--- src/rtl/uart_rxq_pkg.sv ---
package uart_rxq_pkg;

    typedef struct packed {
        logic       brk;
        logic       ferr;
        logic [7:0] data;
    } rxq_ent_t;

    typedef enum logic [1:0] {
        TMO_OFF = 2'd0,
        TMO_4   = 2'd1,
        TMO_8   = 2'd2,
        TMO_16  = 2'd3
    } tmo_code_e;

    localparam int unsigned TMO_CNT_W = 5;

    // occupancy threshold for a trigger code
    function automatic int unsigned trig_level(input logic [2:0] code);
        case (code)
            3'd0:    return 1;
            3'd1:    return 4;
            3'd2:    return 8;
            3'd3:    return 16;
            3'd4:    return 32;
            default: return 48;
        endcase
    endfunction

    // idle limit in character times; 0 means disabled
    function automatic int unsigned tmo_limit(input tmo_code_e code);
        case (code)
            TMO_4:   return 4;
            TMO_8:   return 8;
            TMO_16:  return 16;
            default: return 0;
        endcase
    endfunction

endpackage

--- src/rtl/uart_rxq_store.sv ---
module uart_rxq_store
    import uart_rxq_pkg::*;
#(
    parameter int unsigned DEPTH = 64
) (
    input  logic                           clk,
    input  logic                           rst,
    input  logic                           push,
    input  rxq_ent_t                       wr_ent,
    input  logic                           pop,
    output rxq_ent_t                       head,
    output logic [$clog2(DEPTH+1)-1:0]     count,
    output logic                           full,
    output logic                           popped
);
    localparam int unsigned PTR_W = $clog2(DEPTH);
    localparam int unsigned CNT_W = $clog2(DEPTH+1);

    rxq_ent_t             mem [DEPTH];
    logic [PTR_W-1:0]     wr_ptr;
    logic [PTR_W-1:0]     rd_ptr;
    logic [CNT_W-1:0]     cnt_q;
    logic                 do_push;
    logic                 do_pop;

    assign full    = (cnt_q == CNT_W'(DEPTH));
    assign do_push = push && !full;
    assign do_pop  = pop && (cnt_q != '0);
    assign popped  = do_pop;
    assign head    = mem[rd_ptr];
    assign count   = cnt_q;

    function automatic logic [PTR_W-1:0] ptr_next(input logic [PTR_W-1:0] p);
        return (p == PTR_W'(DEPTH-1)) ? '0 : p + 1'b1;
    endfunction

    always_ff @(posedge clk) begin
        if (do_push) begin
            mem[wr_ptr] <= wr_ent;
        end
    end

    always_ff @(posedge clk) begin
        if (rst) begin
            wr_ptr <= '0;
            rd_ptr <= '0;
            cnt_q  <= '0;
        end else begin
            if (do_push) begin
                wr_ptr <= ptr_next(wr_ptr);
            end
            if (do_pop) begin
                rd_ptr <= ptr_next(rd_ptr);
            end
            case ({do_push, do_pop})
                2'b10:   cnt_q <= cnt_q + 1'b1;
                2'b01:   cnt_q <= cnt_q - 1'b1;
                default: cnt_q <= cnt_q;
            endcase
        end
    end

endmodule

--- src/rtl/uart_rxq_timer.sv ---
module uart_rxq_timer
    import uart_rxq_pkg::*;
(
    input  logic      clk,
    input  logic      rst,
    input  logic      restart,
    input  logic      tick,
    input  logic      nonempty,
    input  tmo_code_e sel,
    output logic      expired
);
    logic [TMO_CNT_W-1:0] idle_q;
    logic [TMO_CNT_W-1:0] limit;

    assign limit = TMO_CNT_W'(tmo_limit(sel));

    always_ff @(posedge clk) begin
        if (rst || restart || !nonempty) begin
            idle_q <= '0;
        end else if (tick && (idle_q < limit)) begin
            idle_q <= idle_q + 1'b1;
        end
    end

    assign expired = (sel != TMO_OFF) && nonempty && (idle_q >= limit);

endmodule

--- src/rtl/uart_rxq.sv ---
module uart_rxq
    import uart_rxq_pkg::*;
#(
    parameter int unsigned DEPTH = 64
) (
    input  logic                       clk,
    input  logic                       rst,
    input  logic                       rx_valid,
    input  logic [7:0]                 rx_data,
    input  logic                       rx_ferr,
    input  logic                       rx_brk,
    input  logic                       char_tick,
    input  logic                       pop,
    input  logic [2:0]                 trig_sel,
    input  logic [1:0]                 tmo_sel,
    input  logic                       ovr_clr,
    output logic [7:0]                 head_data,
    output logic                       head_ferr,
    output logic                       head_brk,
    output logic [$clog2(DEPTH+1)-1:0] count,
    output logic                       empty,
    output logic                       trig,
    output logic                       tmo,
    output logic                       ovr
);
    localparam int unsigned CNT_W = $clog2(DEPTH+1);

    rxq_ent_t         wr_ent;
    rxq_ent_t         head;
    logic [CNT_W-1:0] cnt;
    logic             full;
    logic             popped;
    logic             ovr_q;

    assign wr_ent = '{brk: rx_brk, ferr: rx_ferr, data: rx_data};

    uart_rxq_store #(.DEPTH(DEPTH)) u_store (
        .clk    (clk),
        .rst    (rst),
        .push   (rx_valid),
        .wr_ent (wr_ent),
        .pop    (pop),
        .head   (head),
        .count  (cnt),
        .full   (full),
        .popped (popped)
    );

    uart_rxq_timer u_timer (
        .clk      (clk),
        .rst      (rst),
        .restart  (rx_valid || popped),
        .tick     (char_tick),
        .nonempty (cnt != '0),
        .sel      (tmo_code_e'(tmo_sel)),
        .expired  (tmo)
    );

    // sticky overrun: a new event outranks a clear in the same cycle
    always_ff @(posedge clk) begin
        if (rst) begin
            ovr_q <= 1'b0;
        end else if (rx_valid && full) begin
            ovr_q <= 1'b1;
        end else if (ovr_clr) begin
            ovr_q <= 1'b0;
        end
    end

    assign trig      = (cnt >= CNT_W'(trig_level(trig_sel)));
    assign count     = cnt;
    assign empty     = (cnt == '0);
    assign ovr       = ovr_q;
    assign head_data = head.data;
    assign head_ferr = head.ferr;
    assign head_brk  = head.brk;

endmodule

--- config.mk ---
export PLATFORM = sky130hd
export DESIGN_NAME = uart_rxq
export DESIGN_NICKNAME = d
export VERILOG_FILES = /design/src/rtl/uart_rxq_pkg.sv /design/src/rtl/uart_rxq_store.sv /design/src/rtl/uart_rxq_timer.sv /design/src/rtl/uart_rxq.sv
export SDC_FILE = /design/constraint.sdc
export NUM_CORES = 1
export LEC_CHECK = 0
export ABC_AREA = 0
export ABC_CLOCK_PERIOD_IN_PS = 3980
export BUFFER_PORTS_ARGS = -buffer_cell sky130_fd_sc_hd__buf_2
export CAP_MARGIN = 25
export CORE_MARGIN = 2
export CORE_UTILIZATION = 55
export CTS_CLUSTER_SIZE = 25
export DETAILED_ROUTE_END_ITERATION = 7
export HOLD_SLACK_MARGIN = 0.15
export PLACE_DENSITY_LB_ADDON = 0.08
export RECOVER_POWER = 25
export SYNTH_ARGS = -nofsm -noshare
export SYNTH_HDL_FRONTEND = slang
export SYNTH_SLANG_ARGS = --single-unit
--- constraint.sdc ---
create_clock -name clk -period 3.98 [get_ports clk]
set_clock_uncertainty 0.1 [all_clocks]
set_input_delay 0.199 -clock clk [delete_from_list [all_inputs] [get_ports clk]]
set_output_delay 0.199 -clock clk [all_outputs]
set_load 0.05 [all_outputs]
* Yosys cells after proc, flatten, opt, wreduce, memory -nomap -nowiden
Memory sizes are Yosys's and may differ from the RTL's. A register that Yosys moved wholly into a read port is not among the register bits. Cells that the tools add are included.
Storage, ports and cells: input port bits 21, output and inout bits 21, memories 1, memory bits (writable) 640, logic and storage cells 54, register bits after elaboration 25
Memory list:
- u_store.mem | words 64, bits a word 10, rd ports 1, clocked after memory_dff 1, write ports 1, RTL line uart_rxq_store.sv:19 | rxq_ent_t mem [DEPTH];
Operators by class: mux-type cells 11, magnitude comparators 3, $add $sub $neg 5, equality and inequality tests 12, reduce and logical (&&, ||, !) cells 17
Operators with widths (number):
- $pmux W6 S5 | 1
- $mux W6 | 4
- $pmux W5 S3 | 1
- $pmux W7 S2 | 1
- $add A6 B1 Y6 const B | 2
- $eq A6 B6 Y1 const B | 2
- $add A7 B1 Y7 const B | 1
- $eq A7 B7 Y1 const B | 1
- $ge A7 B7 Y1 | 1
- $logic_not A7 Y1 | 1
- $reduce_bool A7 Y1 | 1
- $sub A7 B1 Y7 const B | 1
- $eq A2 B2 Y1 const B | 3
- $eq A3 B2 Y1 const B | 2
- $logic_and A1 B1 Y1 | 6
- $reduce_bool A2 Y1 | 3
- $add A5 B1 Y5 const B | 1
- $ge A5 B5 Y1 | 1
- $lt A5 B5 Y1 | 1
- $eq A2 B1 Y1 const B | 2
- $mux W1 | 4
- $eq A3 B1 Y1 const B | 1
- $eq A3 B3 Y1 const B | 1
- $logic_not A3 Y1 | 1
- other kinds (2) | 5

* Depth between registers and ports, before layout
Gate-level depths: netlist (run 1).
depth in word-level cells 5, gate-level depth with buffers 13, depth with buffers taken out 10

* Hierarchy
A second synthesis (run 1) with hierarchy kept.
Unflattened totals: cell total of the unflattened synthesis 1316, area, all modules 26546.7 sq um
By module, submodules not included:
- uart_rxq_store | area each 25987.4 sq um, cells each 1247, times used 1, sequential area each 19718.9 sq um
- uart_rxq_timer | area each 341.6 sq um, cells each 39, times used 1, sequential area each 100.1 sq um
- uart_rxq | area each 217.7 sq um, cells each 30, times used 1, sequential area each 20.0 sq um

* Worst setup path before layout (run 1)
Ideal clock, no wire load.
path kind register to register, start point register u_store.cnt_q[3], in the netlist u_store.count[3], end point register u_store.cnt_q[4], in the netlist u_store.count[4], setup time 0.123 ns, path buffers 3, data required time 3.757 ns, slack 0.294 ns, arrival time 3.463 ns, clock period less this slack 3.686 ns, stages on the path, launching flop included 14, path through dfxtp_1 > buf_2 > nor4b_1 > a21boi_2 > inv_2 > ha_1 > clkbuf_1 > clkbuf_1 > xor2_1 > ha_1 > a2bb2oi_1 > o31a_1 > or3_1 > mux2_1
Between the ends: word-level cells in the longest chain between the ends 5, elaborated cells between the ends (all ways) 11, those cells by class add/sub (2); eq/ne (3); mux (1); reduce/logical (5)
RTL lines:
- from (decl) | RTL line uart_rxq_store.sv:22 | logic [CNT_W-1:0] cnt_q;
- from (signal assigned) | RTL line uart_rxq_store.sv:56 | 2'b10: cnt_q <= cnt_q + 1'b1;
- from (signal assigned) | RTL line uart_rxq_store.sv:57 | 2'b01: cnt_q <= cnt_q - 1'b1;
- from (signal assigned) | RTL line uart_rxq_store.sv:58 | default: cnt_q <= cnt_q;
- branches (longest 5 deep; another with $sub A7 B1 Y7)
Several ways; the timed one is not identified. A chain may end at the register's enable or synchronous reset.

==> summary.md, run 1 <==
Min path
- tmo_sel[1] — startpoint of the lowest-slack hold path
- u_timer.idle_q[2]$_SDFFE_PP0P_ — hold worst-path end
- 7 — hold-critical path depth
- input pin to register — worst hold-check path type

Detailed routing
- 0 — number of design rule violations left after detail routing
- 0 — Routed Antenna Nets
- 57.6 mm — wirelength, routed
- 5 — count of TritonRoute iterations in the first routing pass
- 13300 — total number of vias
- 1382 — Iteration-0 DRC Markers
- 26.8 um — wire per inst
- 6.18 — via/cell ratio

Clocking
- done — TritonCTS clock tree
- 0.59 ns — clock latency on the worst-skew pair
- 69 — TritonCTS buffer count
- 3 — deepest clock path buffer count
- 13 — count of hold-fix buffers inserted at cts
- 671 — clk sink count
- 3 — level count of the clock H-tree
- clkbuf_16 — library cell used as clock root buffer
- 0.05 ns — clock-pin transition on the worst setup and hold timing paths
- 0 — total of cells resized after clock tree synthesis
- 0 — buffers inserted during post-CTS setup optimization

Layout
- 0 — Ant. Diodes
- 13.8% — Layout area overhead
- 27.2% — layout cell share with drive strength beyond 1
- 1510 — NumNets Final
- 3309 — fill cell count

Worst setup path
- 3.26 ns — CP arrival
- 30 — highest net fanout along the worst path
- output pin — element type at the critical path end
- register to output pin — critical path class
- buf_4 -> mux4_2 -> o22a_1 -> o21ai_1 -> a221o_1 -> o221ai_1 -> buf_2 — ordered cell list for the critical path
- 0.68 ns — CP peak stage delay
- 10 — R2R depth
- u_store.count[4]$_SDFFE_PP0P_ — endpoint of the lowest-slack register-to-register path
- register — critical path launch point type
- 3.68 ns — Crit path required time
- 0.56 ns — minimum setup slack among reg-to-reg paths
- u_store.count[4]$_SDFFE_PP0P_ — RR Startpoint
- dfxtp_4 — slowest stage cell, crit path

GRT
- 85.8 mm — wire length of the first global-routing pass
- 0 — antenna violations before repair
- 23.6% — global-route usage over all layers
- 13400 — vias in the first global route
- 65 — pin count of the biggest net entering global routing
- 0 — grt total ovfl

Logic synthesis
- 671 — flip-flop and latch count after synthesis
- 1322 — synthesized instance count
- 63 — synth unique cells
- 20.1 um^2 — Mapped Avg Cell Area
- 0% — fraction of registers with async set/reset
- 640 x edfxtp_1, 160 x mux4_2, 103 x nor2_1 — ranking of synthesized cells by instance count
- edfxtp_1 — most instantiated flip-flop cell in the synthesis netlist
- 0 — warning count from the yosys run
- edfxtp_1 — area leader, netlist
- 74.8% — sequential-to-total area share from yosys stat
- edfxtp_1 — cell with the most instances after synthesis
- 72.4% — share of Yosys cell area claimed by the top area cell type
- 640 — number of enable-type register cells in the synthesized netlist
- edfxtp_1 72%, mux4_2 14%, dfxtp_1 2.3% — largest cells by area after synthesis
- 26500 um^2 — cell area after synthesis
- 1357 — Mapped Nets

STA
- -110% — Slew headroom
- 3.56 ns — Tmin final
- 3.14 ns — transition time of the tightest slew-check pin
- 359 — Slew Limit Fails
- 89.4% — crit share post-route
- 0.281 GHz — Max Fclk
- 0 — final hold violations
- 0 ns — Setup Total Neg Slack
- 0 — number of endpoints failing setup at the final stage
- no — RSZ-0062 raised after global routing

Flow run
- 6 — number of max-capacitance violations reported

Placed design
- 0.827 — last weighted congestion value of the routability-driven placer
- 35.7 mm — post-DP HPWL
- 41 — Port-buffer cells

Status
- finished with violations — result of the run
- capacitance limit, slew limit — violations in the final reports

Floorplanning
- 42 — boundary pin count
- 47600 um^2 — area inside the core boundary
- 224 um — Die Height
- 224 um — chip width
- 80 — num rows
- 55.7% — initial core utilization
- 50000 um^2 — Total Die Area

Power
- 585 nW/um^2 — ratio of total power to cell area
- 9.62 nW — leakage power of the design
- 555 uV — peak ir drop on the vdd network
- 17.7 mW — final total power

[worst max-delay path: cells and delay by family, from the launching register on]
kind	cells	cell delay [ns]
AO/OA/AOI/OAI	4	0.86
multiplexers	1	0.31
flip-flops	1	0.68
buffers and inverters	2	0.80
[through the flow]
stage	cells	worst slack, ns	instance area [um^2]	hold WS [ns]	utilization, %
6_report	2144	0.420	30200	0.232	63.4
5_1_grt	2144	0.258	30200	0.332	63.4
4_1_cts	2140	0.354	30200	0.155	63.3
3_5_place_dp	2002	0.661	28000	0.374	58.7
3_3_place_gp	2001	0.666	27900	0.370	58.6
2_1_floorplan	1322	0.294	26500	0.198	-
[report_power, final]
part / leakage (nW) / switching, mW / internal, mW
Sequential: 6.01 / 0.190 / 7.83
Combinational: 2.58 / 2.01 / 1.64
Clock: 1.02 / 2.58 / 3.42
[layout by cell type, fill, tap and decap left out, types with 5 or more instances in the layout]
| cell type | n |
|---|---|
| inv_1 | 8 |
| buf_4 | 91 |
| clkbuf_16 | 71 |
| clkbuf_1 | 24 |
| nand2b_1 | 6 |
| buf_12 | 9 |
| and4_1 | 6 |
| mux2i_1 | 7 |
| nand2_1 | 24 |
| a21oi_1 | 9 |
| clkinv_1 | 16 |
| a221oi_2 | 5 |
| nor2b_1 | 11 |
| a22o_1 | 9 |
| nand3_1 | 31 |
| xor2_1 | 11 |
| a22oi_1 | 48 |
| a21o_1 | 6 |
| dlygate4sd3_1 | 14 |
| clkinv_2 | 8 |
| o221ai_1 | 9 |
| nand4_1 | 8 |
| nor2_1 | 102 |
| inv_6 | 5 |
| nand3b_1 | 8 |
| a221o_1 | 5 |
| buf_2 | 40 |
| ha_1 | 14 |
| dfxtp_1 | 29 |
| nor3_1 | 6 |
| mux4_2 | 160 |
| o21ai_0 | 5 |
| edfxtp_1 | 640 |
[per-layer routing]
metal | up-vias | wire (um) | share of wire, % | track usage [%]
met4 | 0 | 1150 | 2.0 | 6.73
met5 | - | 0 | 0 | 0
li1 | 5784 | - | - | -
met2 | 417 | 27600 | 48 | 37.1
met1 | 6979 | 25200 | 44 | 34.7
met3 | 75 | 3640 | 6.3 | 4.20
[cells by family (layout without fill, tap and decap cells)]
kind of cell,Yosys count,count (layout),share of synthesized area [%]
AO/OA/AOI/OAI,122,122,3.64
multiplexers,173,173,14.1
buffers and inverters,87,294,1.79
XOR/XNOR,15,15,0.495
AND/OR/NAND/NOR,240,240,4.55
adder cells (fa/ha/maj),14,14,0.660
flip-flops,671,671,74.8
[state kept, by name, indices dropped and copies added (netlist names), named ones only]
signal / flops
u_store.wr_ptr: 6
ovr: 1
u_timer.idle_q: 5
u_store.mem: 640
u_store.rd_ptr: 6
u_store.count: 7
[cell type report]
cell class	instances	area [um^2]	area share, %
sequential	671	19800	65.7
multi-input combinational	564	6230	20.6
clock buffer	93	1900	6.29
timing repair buffer	160	1230	4.06
tap	615	769	2.55
clock inverter	32	190	0.630
inverter	9	33.8	0.112
[worst max path at each step]
stage,start,to,slack [ns],cells past startpoint
finish,register,head_ferr,0.42,7
global route,u_store.count[4]$_SDFFE_PP0P_,u_store.count[4]$_SDFFE_PP0P_,0.26,10
CTS,register,head_ferr,0.35,7
detailed placement,u_store.count[3]$_SDFFE_PP0P_,u_store.count[4]$_SDFFE_PP0P_,0.66,10
global placement,u_store.count[4]$_SDFFE_PP0P_,u_store.count[4]$_SDFFE_PP0P_,0.67,10
floorplan,u_store.count[3]$_SDFFE_PP0P_,u_store.count[4]$_SDFFE_PP0P_,0.29,13
No activity file was read; power rests on OpenSTA's default activity.
==> run 2, diff against run 1 <==
- REMOVE_ABC_BUFFERS: not set -> 1
==> run 2 against run 1 <==
Compared with the run above:
- the run still ends with capacitance limit, slew limit left
- worst hold slack worse by 0.010 ns
- die area did not move
- sequential cell count is the same
- wire length decreased by 1.2%
- critical path type unchanged
- critical endpoint is now head_data[5]
- largest cell class unchanged
==> summary.md, run 2 (synthesis results as in run 1) <==
Clocking
- 671 — clk sink count, unchanged
- 69 — TritonCTS buffer count, unchanged
- 0 — buffers inserted during post-CTS setup optimization, unchanged
- 0.06 ns — clock-pin transition on the worst setup and hold timing paths, was 0.05 ns
- done — TritonCTS clock tree, unchanged
- clkbuf_16 — library cell used as clock root buffer, unchanged
- 0.59 ns — clock latency on the worst-skew pair, about the same
- 3 — level count of the clock H-tree, unchanged
- 3 — deepest clock path buffer count, unchanged

Floorplanning
- 42 — boundary pin count, unchanged
- 50000 um^2 — Total Die Area, unchanged
- 224 um — chip width, unchanged
- 47600 um^2 — area inside the core boundary, unchanged
- 55.7% — initial core utilization, unchanged
- 224 um — Die Height, unchanged
- 80 — num rows, unchanged

Layout
- 1504 — NumNets Final, was 1510
- 3308 — fill cell count, was 3309
- 640 x edfxtp_1, 160 x mux4_2, 102 x nor2_1 — highest-count cells in the layout ignoring fill and taps, unchanged
- 640 — max FFs per register, unchanged
- 0 — Ant. Diodes, unchanged
- 30100 um^2 — post-route standard cell area excluding fillers, was 30200 um^2
- 13.3% — Layout area overhead, was 13.8%
- u_store.mem — register ranked first by flip-flop count, unchanged
- edfxtp_1 — most common cell after layout, fill and taps aside, unchanged
- 26.1% — layout cell share with drive strength beyond 1, was 27.2%

GRT
- 65 — pin count of the biggest net entering global routing, unchanged
- 23.3% — global-route usage over all layers, was 23.6%
- 0 — grt total ovfl, unchanged
- 1 — antenna violations before repair, was 0
- 13200 — vias in the first global route, was 13400
- 84.3 mm — wire length of the first global-routing pass, was 85.8 mm

Placed design
- 0.821 — last weighted congestion value of the routability-driven placer, was 0.827
- 35.2 mm — post-DP HPWL, was 35.7 mm
- 27900 um^2 — cell area after placement, was 28000 um^2
- 41 — Port-buffer cells, unchanged

Worst setup path
- register — critical path launch point type, unchanged
- 0.51 ns — minimum setup slack among reg-to-reg paths, was 0.56 ns
- output pin — element type at the critical path end, unchanged
- 10 — R2R depth, unchanged
- 30 — highest net fanout along the worst path, unchanged
- 3.68 ns — Crit path required time, about the same
- 3.19 ns — CP arrival, was 3.26 ns
- register to output pin — critical path class, unchanged
- u_store.count[4]$_SDFFE_PP0P_ — RR Startpoint, unchanged
- u_store.count[4]$_SDFFE_PP0P_ — endpoint of the lowest-slack register-to-register path, unchanged

Detailed routing
- 56.9 mm — wirelength, routed, was 57.6 mm
- 5 — count of TritonRoute iterations in the first routing pass, unchanged
- 0 — Routed Antenna Nets, unchanged
- 26.7 um — wire per inst, was 26.8 um
- 0 — number of design rule violations left after detail routing, unchanged
- 6.17 — via/cell ratio, was 6.18
- 13100 — total number of vias, was 13300
- 1228 — Iteration-0 DRC Markers, was 1382

Status
- capacitance limit, slew limit — violations in the final reports, unchanged
- finished with violations — result of the run, unchanged

STA
- 0 — number of endpoints failing setup at the final stage, unchanged
- 215 — Slew Limit Fails, was 359
- 3.49 ns — Tmin final, was 3.56 ns
- no — RSZ-0062 raised after global routing, unchanged
- 0 — final hold violations, unchanged
- 0.286 GHz — Max Fclk, was 0.281 GHz
- -107% — Slew headroom, was -110%
- 87.7% — crit share post-route, was 89.4%
- 3.11 ns — transition time of the tightest slew-check pin, was 3.14 ns

Power
- 45.8% — power share of the sequential group, was 45.4%
- 20.7% — combinational share of power, was 20.6%
- 12.8 mW — cell-internal power, was 12.9 mW
- 510 uV — peak ir drop on the vdd network, was 555 uV
- 4.71 mW — Psw, was 4.78 mW
- 17.5 mW — final total power, was 17.7 mW
- 33.5% — clock network fraction of total power, was 34.0%
- 26.9% — Sw Share, was 27.0%
- 9.53 nW — leakage power of the design, was 9.62 nW
- 582 nW/um^2 — ratio of total power to cell area, was 585 nW/um^2

Min path
- input pin to register — worst hold-check path type, unchanged
- u_timer.idle_q[0]$_SDFFE_PP0P_ — hold worst-path end, was u_timer.idle_q[2]$_SDFFE_PP0P_
- tmo_sel[0] — startpoint of the lowest-slack hold path, was tmo_sel[1]
- 7 — hold-critical path depth, unchanged

Flow run
- 4 — number of max-capacitance violations reported, was 6

-- run 2: changes by cell type in the layout (fill, tap and decap cells not counted), sizes merged --
cell         delta
buf            -14
inv             -4
dlygate4sd3     +3
clkinv          -2
clkbuf          +1
clkinvlp        -1
-- run 2: per-layer routing --
layer,share of wire [%],vias up,global-route usage [%]
met4,2.2,2,7.27
met1,44,6893,34.2
met2,47,397,36.0
met3,6.4,83,4.43
met5,0.032,-,0
li1,-,5753,-
-- run 2: worst max path at each step --
stage	depth (start not counted)	slack (ns)	startpoint	end
5_1_grt	10	0.21	u_store.count[4]$_SDFFE_PP0P_	u_store.count[4]$_SDFFE_PP0P_
3_5_place_dp	10	0.55	u_store.count[3]$_SDFFE_PP0P_	u_store.count[4]$_SDFFE_PP0P_
4_1_cts	6	0.43	register	head_data[5]
6_report	6	0.49	register	head_data[5]
3_3_place_gp	10	0.60	u_store.count[4]$_SDFFE_PP0P_	u_store.count[4]$_SDFFE_PP0P_
2_1_floorplan	4	-4.41	register	head_data[0]
-- run 2: repair_timing --
action	4_1_cts	5_1_grt
hold endpoints to repair	173	49
gates resized for setup	0	0
hold buffers	16	1
-- run 2: final cells by class --
cell class | count | area (um^2) | area share [%]
flip-flops and latches | 671 | 19800 | 66.0
clock buffers | 89 | 1850 | 6.17
repair buffers | 154 | 1170 | 3.91
well taps | 615 | 769 | 2.56
inverters | 9 | 33.8 | 0.112
multi-input cells | 564 | 6230 | 20.7
clock inverters | 25 | 145 | 0.483
-- run 2: worst max-delay path: stages (launching register included) --
cell	delay (ns)
dfxtp_4	0.70
buf_4	0.49
mux4_2	0.41
a22oi_1	0.33
nand3_1	0.15
and4_1	0.26
buf_2	0.22
-- run 2: power groups by stage --
stage | clock network [mW] | logic [mW] | registers [mW]
global route | 6.22 | 3.88 | 8.04
finish | 5.86 | 3.62 | 8.01
detailed placement | 0 | 3.65 | 8.16
global placement | 0 | 3.63 | 8.15
CTS | 5.97 | 3.68 | 8.01
floorplan | 0 | 2.26 | 8.50
-- run 2: through the flow --
step,hold slack (ns),std cells,util (%),worst slack (ns),setup TNS (ns)
after global routing,0.299,2127,63.1,0.210,0
after detailed placement,0.357,1994,58.5,0.548,0
after global placement,0.354,1990,58.4,0.595,0
final,0.221,2127,63.1,0.490,0
after floorplan,0.168,1244,-,-4.41,-41.79
after CTS,0.196,2124,63.1,0.428,0
==> run 3, diff against run 2 <==
- RECOVER_POWER: 25 -> not set
==> run 3 against run 2 <==
Compared with the run above:
- the run now ends clean
- maximum frequency is essentially flat
- sequential share of layout area is 0.074 points lower
- worst setup slack improved by 0.00085 ns
- via count hardly changed
- combinational power hardly changed
- core utilization grew 0.071 points
- sequential cell count is the same
- non-clock buffer count did not move
- sequential power is essentially flat
- largest power group unchanged
==> summary.md, run 3 (synthesis results as in run 1) <==
Worst setup path
- register to output pin — critical path class, unchanged
- 3.19 ns — CP arrival, about the same
- register — critical path launch point type, unchanged
- 3.68 ns — Crit path required time, about the same
- 30 — highest net fanout along the worst path, unchanged
- output pin — element type at the critical path end, unchanged

Layout
- 13.4% — Layout area overhead, was 13.3%
- 30100 um^2 — post-route standard cell area excluding fillers, about the same
- u_store.mem — register ranked first by flip-flop count, unchanged
- 640 x edfxtp_1, 160 x mux4_2, 102 x nor2_1 — highest-count cells in the layout ignoring fill and taps, unchanged
- 1504 — NumNets Final, unchanged
- 2127 — final instance count without filler cells, unchanged
- edfxtp_1 — most common cell after layout, fill and taps aside, unchanged
- 640 — max FFs per register, unchanged
- 3303 — fill cell count, was 3308
- 26.9% — layout cell share with drive strength beyond 1, was 26.1%
- 0 — Ant. Diodes, unchanged

STA
- 32.1% — Slew headroom, was -107%
- 0 — number of endpoints failing setup at the final stage, unchanged
- 3.49 ns — Tmin final, about the same
- 0.287 GHz — Max Fclk, was 0.286 GHz
- 0.490 ns — final worst slack, about the same
- 0 — Slew Limit Fails, was 215
- 1.01 ns — transition time of the tightest slew-check pin, was 3.11 ns
- 87.7% — crit share post-route, about the same
- 0 — final hold violations, unchanged
- no — RSZ-0062 raised after global routing, unchanged
- 0.181 ns — worst-case hold slack, was 0.221 ns

GRT
- 23.3% — global-route usage over all layers, unchanged
- 84.3 mm — wire length of the first global-routing pass, unchanged
- 1 — antenna violations before repair, unchanged
- 0 — grt total ovfl, unchanged
- 13200 — vias in the first global route, unchanged
- 65 — pin count of the biggest net entering global routing, unchanged

Clocking
- 0.59 ns — clock latency on the worst-skew pair, about the same
- 0.06 ns — clock-pin transition on the worst setup and hold timing paths, about the same
- clkbuf_16 — library cell used as clock root buffer, unchanged
- 3 — level count of the clock H-tree, unchanged
- 3 — deepest clock path buffer count, unchanged
- 69 — TritonCTS buffer count, unchanged
- done — TritonCTS clock tree, unchanged
- 671 — clk sink count, unchanged
- 0 — total of cells resized after clock tree synthesis, unchanged
- 0 — buffers inserted during post-CTS setup optimization, unchanged

Detailed routing
- 1230 — Iteration-0 DRC Markers, was 1228
- 0 — number of design rule violations left after detail routing, unchanged
- 13100 — total number of vias, about the same
- 5 — count of TritonRoute iterations in the first routing pass, unchanged
- 26.7 um — wire per inst, about the same
- 6.18 — via/cell ratio, was 6.17
- 0 — Routed Antenna Nets, unchanged
- 56.9 mm — wirelength, routed, about the same

Placed design
- 41 — Port-buffer cells, unchanged
- 0.548 ns — worst setup slack before clock tree synthesis, unchanged
- 27900 um^2 — cell area after placement, unchanged
- 35.2 mm — post-DP HPWL, unchanged
- 0.821 — last weighted congestion value of the routability-driven placer, unchanged
- 1994 — instance count after placement with tap cells included, unchanged

Power
- 9.56 nW — leakage power of the design, was 9.53 nW
- 17.5 mW — final total power, about the same
- 510 uV — peak ir drop on the vdd network, about the same
- 581 nW/um^2 — ratio of total power to cell area, was 582 nW/um^2

Floorplanning
- 50000 um^2 — Total Die Area, unchanged
- 42 — boundary pin count, unchanged
- 80 — num rows, unchanged
- 224 um — Die Height, unchanged
- 55.7% — initial core utilization, unchanged
- 224 um — chip width, unchanged
- 47600 um^2 — area inside the core boundary, unchanged

Min path
- input pin to register — worst hold-check path type, unchanged

Flow run
- 0 — number of max-capacitance violations reported, was 4

Status
- complete, no violations — result of the run, was finished with violations

[run 3: changes by cell type in the layout (fill, tap and decap cells not counted), sizes merged]
cell,delta
buf,+11
clkbuf,-11
[run 3: area by class of cell]
| cell class | instances | area (um^2) | share of cell area (%) |
|---|---|---|---|
| clock buffer | 89 | 1850 | 6.16 |
| clock inverter | 25 | 145 | 0.482 |
| inverter | 9 | 33.8 | 0.112 |
| multi-input combinational | 564 | 6230 | 20.7 |
| sequential | 671 | 19800 | 66.0 |
| tap | 615 | 769 | 2.56 |
| timing repair buffer | 154 | 1210 | 4.02 |
[run 3: routing by layer]
metal  part of all wire, %  track usage [%]  routed length (um)
met1                    44             34.2               24900
met2                    48             36.0               27000
met3                   6.4             4.43                3630
met4                   2.2             7.27                1270
met5                 0.032                0                  18
[run 3: repair_timing]
item,4_1_cts,5_1_grt
endpoints found under the setup margin,0,0
hold buffers,16,1
endpoints found under the hold margin,173,49
[run 3: path summary, 6_finish.rpt]
check,endpoint,cells after the start,slack (ns),from
worst max register to register,u_store.count[4]$_SDFFE_PP0P_,10,0.51,u_store.count[4]$_SDFFE_PP0P_
worst max-delay path,head_data[5],6,0.49,register
worst min-delay path,u_store.mem[39][3]$_DFFE_PP_,2,0.18,rx_data[3]
worst min register to register,u_timer.idle_q[4]$_SDFFE_PP0P_,2,0.43,u_timer.idle_q[4]$_SDFFE_PP0P_
[run 3: worst max-delay path: stages, from the launching register on]
cell and delay (ns):
dfxtp_4 0.70, buf_4 0.49, mux4_2 0.41, a22oi_1 0.33, nand3_1 0.15, and4_1 0.26, buf_2 0.22
[run 3: metrics by stage]
| step | util [%] | TNS (ns) |
|---|---|---|
| 2_1_floorplan | - | -41.79 |
| 3_3_place_gp | 58.4 | 0 |
| 3_5_place_dp | 58.5 | 0 |
| 4_1_cts | 63.1 | 0 |
| 5_1_grt | 63.1 | 0 |
| 6_report | 63.1 | 0 |
[run 3: power by group]
part / internal [mW] / switching, mW / total (mW)
Clock: 3.33 / 2.52 / 5.85
Combinational: 1.63 / 1.99 / 3.62
Sequential: 7.82 / 0.190 / 8.01
